[src/rtl/sar_ctrl_pkg.sv]
package sar_ctrl_pkg;
  typedef enum logic [1:0] {
    PH_IDLE   = 2'd0,
    PH_DRIVE  = 2'd1,
    PH_DECIDE = 2'd2
  } phase_e;
endpackage

[src/rtl/sar_chan_latch.sv]
module sar_chan_latch #(
  parameter int CHAN_W   = 4,
  parameter int NUM_CHAN = 9
) (
  input  logic              clk_i,
  input  logic              rst_ni,
  input  logic              load_i,
  input  logic [CHAN_W-1:0] chan_i,
  output logic [CHAN_W-1:0] chan_o
);
  localparam logic [CHAN_W-1:0] ChanLimit = CHAN_W'(NUM_CHAN);

  logic [CHAN_W-1:0] chan_q;
  logic [CHAN_W-1:0] chan_clamped;

  // out-of-range requests fall back to channel 0
  assign chan_clamped = (chan_i < ChanLimit) ? chan_i : '0;

  always_ff @(posedge clk_i or negedge rst_ni) begin
    if (!rst_ni)     chan_q <= '0;
    else if (load_i) chan_q <= chan_clamped;
  end

  assign chan_o = chan_q;
endmodule

[src/rtl/sar_seq.sv]
module sar_seq
  import sar_ctrl_pkg::*;
#(
  parameter int CODE_W     = 10,
  parameter int PTR_W      = 4,
  parameter int SHORT_STOP = 2
) (
  input  logic             clk_i,
  input  logic             rst_ni,
  input  logic             start_i,
  input  logic             mode_short_i,
  output logic             load_o,
  output logic             decide_o,
  output logic             last_o,
  output logic [PTR_W-1:0] ptr_o,
  output logic             mode_short_o,
  output logic             busy_o,
  output logic             done_o
);
  localparam logic [PTR_W-1:0] TopPtr  = PTR_W'(CODE_W - 1);
  localparam logic [PTR_W-1:0] StopLow = PTR_W'(SHORT_STOP);

  phase_e           phase_q;
  logic [PTR_W-1:0] ptr_q;
  logic [PTR_W-1:0] stop_ptr;
  logic             mode_q;
  logic             done_q;

  assign load_o   = start_i && (phase_q == PH_IDLE);
  assign decide_o = (phase_q == PH_DECIDE);
  assign stop_ptr = mode_q ? StopLow : '0;
  assign last_o   = (ptr_q == stop_ptr);

  always_ff @(posedge clk_i or negedge rst_ni) begin
    if (!rst_ni) begin
      phase_q <= PH_IDLE;
      ptr_q   <= '0;
      mode_q  <= 1'b0;
      done_q  <= 1'b0;
    end else begin
      done_q <= decide_o && last_o;
      unique case (phase_q)
        PH_IDLE: begin
          if (start_i) begin
            phase_q <= PH_DRIVE;
            ptr_q   <= TopPtr;
            mode_q  <= mode_short_i;
          end
        end
        PH_DRIVE: phase_q <= PH_DECIDE;
        PH_DECIDE: begin
          if (last_o) begin
            phase_q <= PH_IDLE;
          end else begin
            phase_q <= PH_DRIVE;
            ptr_q   <= ptr_q - 1'b1;
          end
        end
        default: phase_q <= PH_IDLE;
      endcase
    end
  end

  assign ptr_o        = ptr_q;
  assign mode_short_o = mode_q;
  assign busy_o       = (phase_q != PH_IDLE);
  assign done_o       = done_q;
endmodule

[src/rtl/sar_reg.sv]
module sar_reg #(
  parameter int CODE_W = 10,
  parameter int PTR_W  = 4
) (
  input  logic              clk_i,
  input  logic              rst_ni,
  input  logic              load_i,
  input  logic              decide_i,
  input  logic              last_i,
  input  logic [PTR_W-1:0]  ptr_i,
  input  logic              cmp_i,
  output logic [CODE_W-1:0] code_o,
  output logic [CODE_W-1:0] result_o
);
  logic [CODE_W-1:0] code_q;
  logic [CODE_W-1:0] code_d;
  logic [CODE_W-1:0] res_q;

  always_comb begin
    code_d = code_q;
    if (load_i) begin
      code_d             = '0;
      code_d[CODE_W-1]   = 1'b1;
    end else if (decide_i) begin
      for (int i = 0; i < CODE_W; i++) begin
        if (ptr_i == PTR_W'(i))
          code_d[i] = cmp_i;
        else if (!last_i && (ptr_i == PTR_W'(i + 1)))
          code_d[i] = 1'b1;  // arm next trial bit
      end
    end
  end

  always_ff @(posedge clk_i or negedge rst_ni) begin
    if (!rst_ni) begin
      code_q <= '0;
      res_q  <= '0;
    end else begin
      code_q <= code_d;
      if (decide_i && last_i) res_q <= code_d;
    end
  end

  assign code_o   = code_q;
  assign result_o = res_q;
endmodule

[src/rtl/sar_ctrl.sv]
module sar_ctrl #(
  parameter int CODE_W     = 10,
  parameter int CHAN_W     = 4,
  parameter int NUM_CHAN   = 9,
  parameter int SHORT_STOP = 2
) (
  input  logic              clk_i,
  input  logic              rst_ni,
  input  logic              start_i,
  input  logic [CHAN_W-1:0] chan_i,
  input  logic              mode_short_i,
  input  logic              cmp_i,
  output logic [CODE_W-1:0] trial_o,
  output logic [CHAN_W-1:0] chan_o,
  output logic [CODE_W-1:0] result_o,
  output logic              done_o,
  output logic              busy_o
);
  localparam int PTR_W = $clog2(CODE_W + 1);

  logic             load;
  logic             decide;
  logic             last;
  logic [PTR_W-1:0] ptr;
  logic             mode_short;

  sar_seq #(
    .CODE_W    (CODE_W),
    .PTR_W     (PTR_W),
    .SHORT_STOP(SHORT_STOP)
  ) i_seq (
    .clk_i       (clk_i),
    .rst_ni      (rst_ni),
    .start_i     (start_i),
    .mode_short_i(mode_short_i),
    .load_o      (load),
    .decide_o    (decide),
    .last_o      (last),
    .ptr_o       (ptr),
    .mode_short_o(mode_short),
    .busy_o      (busy_o),
    .done_o      (done_o)
  );

  sar_reg #(
    .CODE_W(CODE_W),
    .PTR_W (PTR_W)
  ) i_reg (
    .clk_i   (clk_i),
    .rst_ni  (rst_ni),
    .load_i  (load),
    .decide_i(decide),
    .last_i  (last),
    .ptr_i   (ptr),
    .cmp_i   (cmp_i),
    .code_o  (trial_o),
    .result_o(result_o)
  );

  sar_chan_latch #(
    .CHAN_W  (CHAN_W),
    .NUM_CHAN(NUM_CHAN)
  ) i_chan (
    .clk_i (clk_i),
    .rst_ni(rst_ni),
    .load_i(load),
    .chan_i(chan_i),
    .chan_o(chan_o)
  );
endmodule

[config.mk]
export PLATFORM = sky130hd
export DESIGN_NAME = sar_ctrl
export DESIGN_NICKNAME = d
export VERILOG_FILES = /design/src/rtl/sar_ctrl_pkg.sv /design/src/rtl/sar_chan_latch.sv /design/src/rtl/sar_seq.sv /design/src/rtl/sar_reg.sv /design/src/rtl/sar_ctrl.sv
export SDC_FILE = /design/constraint.sdc
export NUM_CORES = 1
export LEC_CHECK = 0
export BUFFER_PORTS_ARGS = -buffer_cell sky130_fd_sc_hd__buf_2
export CORE_MARGIN = 3
export CORE_UTILIZATION = 50
export DETAILED_ROUTE_END_ITERATION = 10
export PLACE_DENSITY = 0.76
export SLEW_MARGIN = 0
export SYNTH_ARGS = -nofsm -noshare
export SYNTH_HDL_FRONTEND = slang
export SYNTH_SLANG_ARGS = --single-unit
[constraint.sdc]
create_clock -name clk_i -period 4 [get_ports clk_i]
set_input_delay 0.4 -clock clk_i [delete_from_list [all_inputs] [get_ports clk_i]]
set_output_delay 0.4 -clock clk_i [all_outputs]
set_load 0.01 [all_outputs]
==> results.json <==
{
  "status": "finished clean",
  "syn2layout_area_growth_pct": 16.0,
  "critPathKind": "register to register",
  "number_of_global_route_vias_before_repair": 1103,
  "timing.setup.tns_ns": 0,
  "drt-initial-drc-count": 56,
  "final-seq-area_um2": 801,
  "multiInputGateArea_um2": 664,
  "synth_top_family_by_area": "simple AND/OR/NAND/NOR gates",
  "std_cell_rows": 19,
  "critical_path.max_stage_delay_ns": 0.52,
  "grt_pass1_wl_um": 5050,
  "antenna_found_initial": 0,
  "layout_min_cycle_time_ns": 2.03,
  "final_util_pct": 62.1,
  "mappedNetlistNets": 153,
  "post_synth.cell_area_avg_um2": 10.8,
  "totalWireLength_um": 3130,
  "ratio_of_final_minimum_period_to_clock_period_pct": 50.8,
  "finalHoldViolations": 0,
  "dp.cells": 200,
  "wl_per_cell_um": 15.0,
  "hpwlAfterDp_um": 2280,
  "number_of_fillers_in_the_final_layout": 239,
  "cp_data_required_time_ns": 4.22,
  "crit_slowest_cell": "sky130_fd_sc_hd__nor4b_4",
  "track_usage_pct": 18.5,
  "synth_xor_area_share_pct": 1.16,
  "critical_path_peak_fanout": 13,
  "drt.antenna.violating_nets": 0,
  "hold_ws_ns": 0.104,
  "rsz0062_at_grt": "no",
  "synth.cell_area_um2": 1510,
  "power_per_cell_area_nw_per_um2": 676,
  "die_width_um": 61.0,
  "vias_per_cell": 5.64,
  "crit_path_cell_trace": "nor4b_4 > nand3_2 > inv_2 > mux2_2",
  "synth_flop_cell": "sky130_fd_sc_hd__dfrtp_1",
  "placed_cell_area_um2": 1700,
  "clockRootBuffer": "sky130_fd_sc_hd__clkbuf_4",
  "clock_sink_count": 32,
  "timing_worst_slew_pin_value_ns": 0.687,
  "setup_violations": 0,
  "crit_path_start_kind": "register",
  "synthSimpleGateAreaFrac_pct": 18.7,
  "final_design_area_no_fill_um2": 1760,
  "multiplexer_fraction_of_the_synthesized_cell_area_pct": 5.05,
  "drt_pre_antenna_iters": 4,
  "ios": 35,
  "leakage_nw": 0.854,
  "numCtsBuffers": 5,
  "die_height_um": 61.0,
  "min_path_type": "input pin to asynchronous set/reset pin",
  "cells_after_synthesis": 140,
  "die_area_um2": 3720,
  "grt_start_max_net_pins": 33,
  "nets": 189,
  "yosys_warnings": 0,
  "initial_utilization_pct": 53.5,
  "fmax_ghz": 0.493,
  "tritoncts_clock_tree": "done",
  "synth-seq-area-share_pct": 52.9,
  "synth_register_bits": 32,
  "ys_types": 35,
  "post_route_cells_drive_above_1_share_pct": 31.1,
  "post_cts.repair.setup_buffers": 0,
  "leading_cell_types_in_the_layout_fill_and_taps_excluded": "34 x sky130_fd_sc_hd__buf_2, 32 x sky130_fd_sc_hd__dfrtp_1, 20 x sky130_fd_sc_hd__nand2_1, 9 x sky130_fd_sc_hd__a21oi_1, 7 x sky130_fd_sc_hd__a211oi_1",
  "clock_tree.htree_level_count": 2,
  "detail_route.drc_violations": 0,
  "finalWeightedCongestion": 0.821,
  "worst_ir_drop_vdd_mv": 0.367,
  "io_buffers": 34,
  "worst_slew_margin_rel_pct": 54.2,
  "drv_cap": 0,
  "post_synth_fa_ha_maj_area_fraction_pct": 3.31,
  "post_cts.resized_instances": 0,
  "clkTransAtPathRegs_ns": 0.09,
  "num_antenna_cells": 0,
  "cts_hold_buf": 0,
  "final_max_slew_viol_count": 0,
  "core_footprint_um2": 2830,
  "synth_edf_count": 0,
  "final_instance_count_excl_fillers": 208,
  "synth_compound_gate_area_share_pct": 15.7,
  "globalRouteOverflowTotal": 0,
  "mostFrequentLayoutCell": "sky130_fd_sc_hd__buf_2",
  "routed-via-count": 1174,
  "timing.clock.skew_ns": 0.00419,
  "worst_setup_path_end_kind": "register",
  "async_s_r_ff_share_synth_pct": 100,
  "worst_ep_arrival_time_ns": 2.25,
  "worstSkewPairLatency_ns": 0.32,
  "cts_max_path_buffers": 2
}
critical path: cells and delay by family (launching register included):
| family | cells | cell delay (ns) |
|---|---|---|
| and+or+nand+nor | 2 | 0.87 |
| DFF | 1 | 0.50 |
| muxes | 1 | 0.35 |
| buffers and inverters | 1 | 0.20 |
registers in the layout, indices dropped and copies added, names as in the netlist:
name                cells
i_reg.code_o           10
i_chan.chan_o           4
i_seq.phase_q           2
i_reg.result_o         10
i_seq.ptr_o             4
i_seq.mode_short_o      1
i_seq.done_o            1
power by group:
group	leakage [nW]	switching [mW]	internal, mW
clock network	0.0326	0.101	0.0867
logic	0.418	0.275	0.206
registers	0.403	0.0974	0.421
total	0.854	0.474	0.714
stage by stage:
stage          worst slack, ns  total power, mW
2_1_floorplan             2.37            0.844
3_3_place_gp              2.08            0.988
3_5_place_dp              1.99             1.00
4_1_cts                   1.98             1.19
5_1_grt                   1.82             1.28
6_report                  1.97             1.19
per-layer routing:
metal	up-vias	part of all wire (%)	global-route usage, %
met1	561	47	25.3
li1	571	-	-
met4	0	0.83	4.64
met5	-	0	0
met3	4	6.0	5.74
met2	38	46	28.5
final cells by class:
class	count	share of cell area, %
repair buffers	34	9.69
well taps	31	2.21
multi-input cells	97	37.8
flip-flops and latches	32	45.6
clock buffers	8	3.35
inverters	6	1.28
synthesized netlist by cell type (all sizes together) (4+ instances only):
cell     n  share of area [%]
a21oi    9                3.0
nor2b    4                1.7
ha       4                3.3
nand3b   5                2.5
nand2   20                5.0
a211oi   7                3.5
buf      4                1.3
nor2     6                1.5
o21ai    7                2.3
mux2     5                3.7
dfrtp   32                 53
inv      6                1.5
o31ai    5                2.8
final timing paths:
kind / depth (start not counted) / slack, ns / end / from
setup / recovery: 4 / 1.97 / i_reg.result_o[5]$_DFFE_PN0P_ / i_seq.ptr_o[3]$_DFFE_PN0P_
hold / removal: 1 / 0.10 / i_reg.result_o[7]$_DFFE_PN0P_ / rst_ni
setup reg to reg: 4 / 1.97 / i_reg.result_o[5]$_DFFE_PN0P_ / i_seq.ptr_o[3]$_DFFE_PN0P_
hold reg to reg: 2 / 0.48 / i_chan.chan_o[2]$_DFFE_PN0P_ / i_chan.chan_o[2]$_DFFE_PN0P_
max in group asynchronous: 1 / 3.45 / i_reg.result_o[1]$_DFFE_PN0P_ / rst_ni
min in group clk_i: 3 / 0.26 / i_seq.mode_short_o$_DFFE_PN0P_ / mode_short_i
cell families (layout without fill, tap and decap cells):
kind of cell               Yosys count  in the layout
buffers and inverters               11             48
AOI/OAI and AO/OA                   35             35
muxes                                7              7
and+or+nand+nor                     49             49
DFF                                 32             32
xor gates and xnor gates             2              2
adders and majority gates            4              4
(Power assumes the default switching activity.)
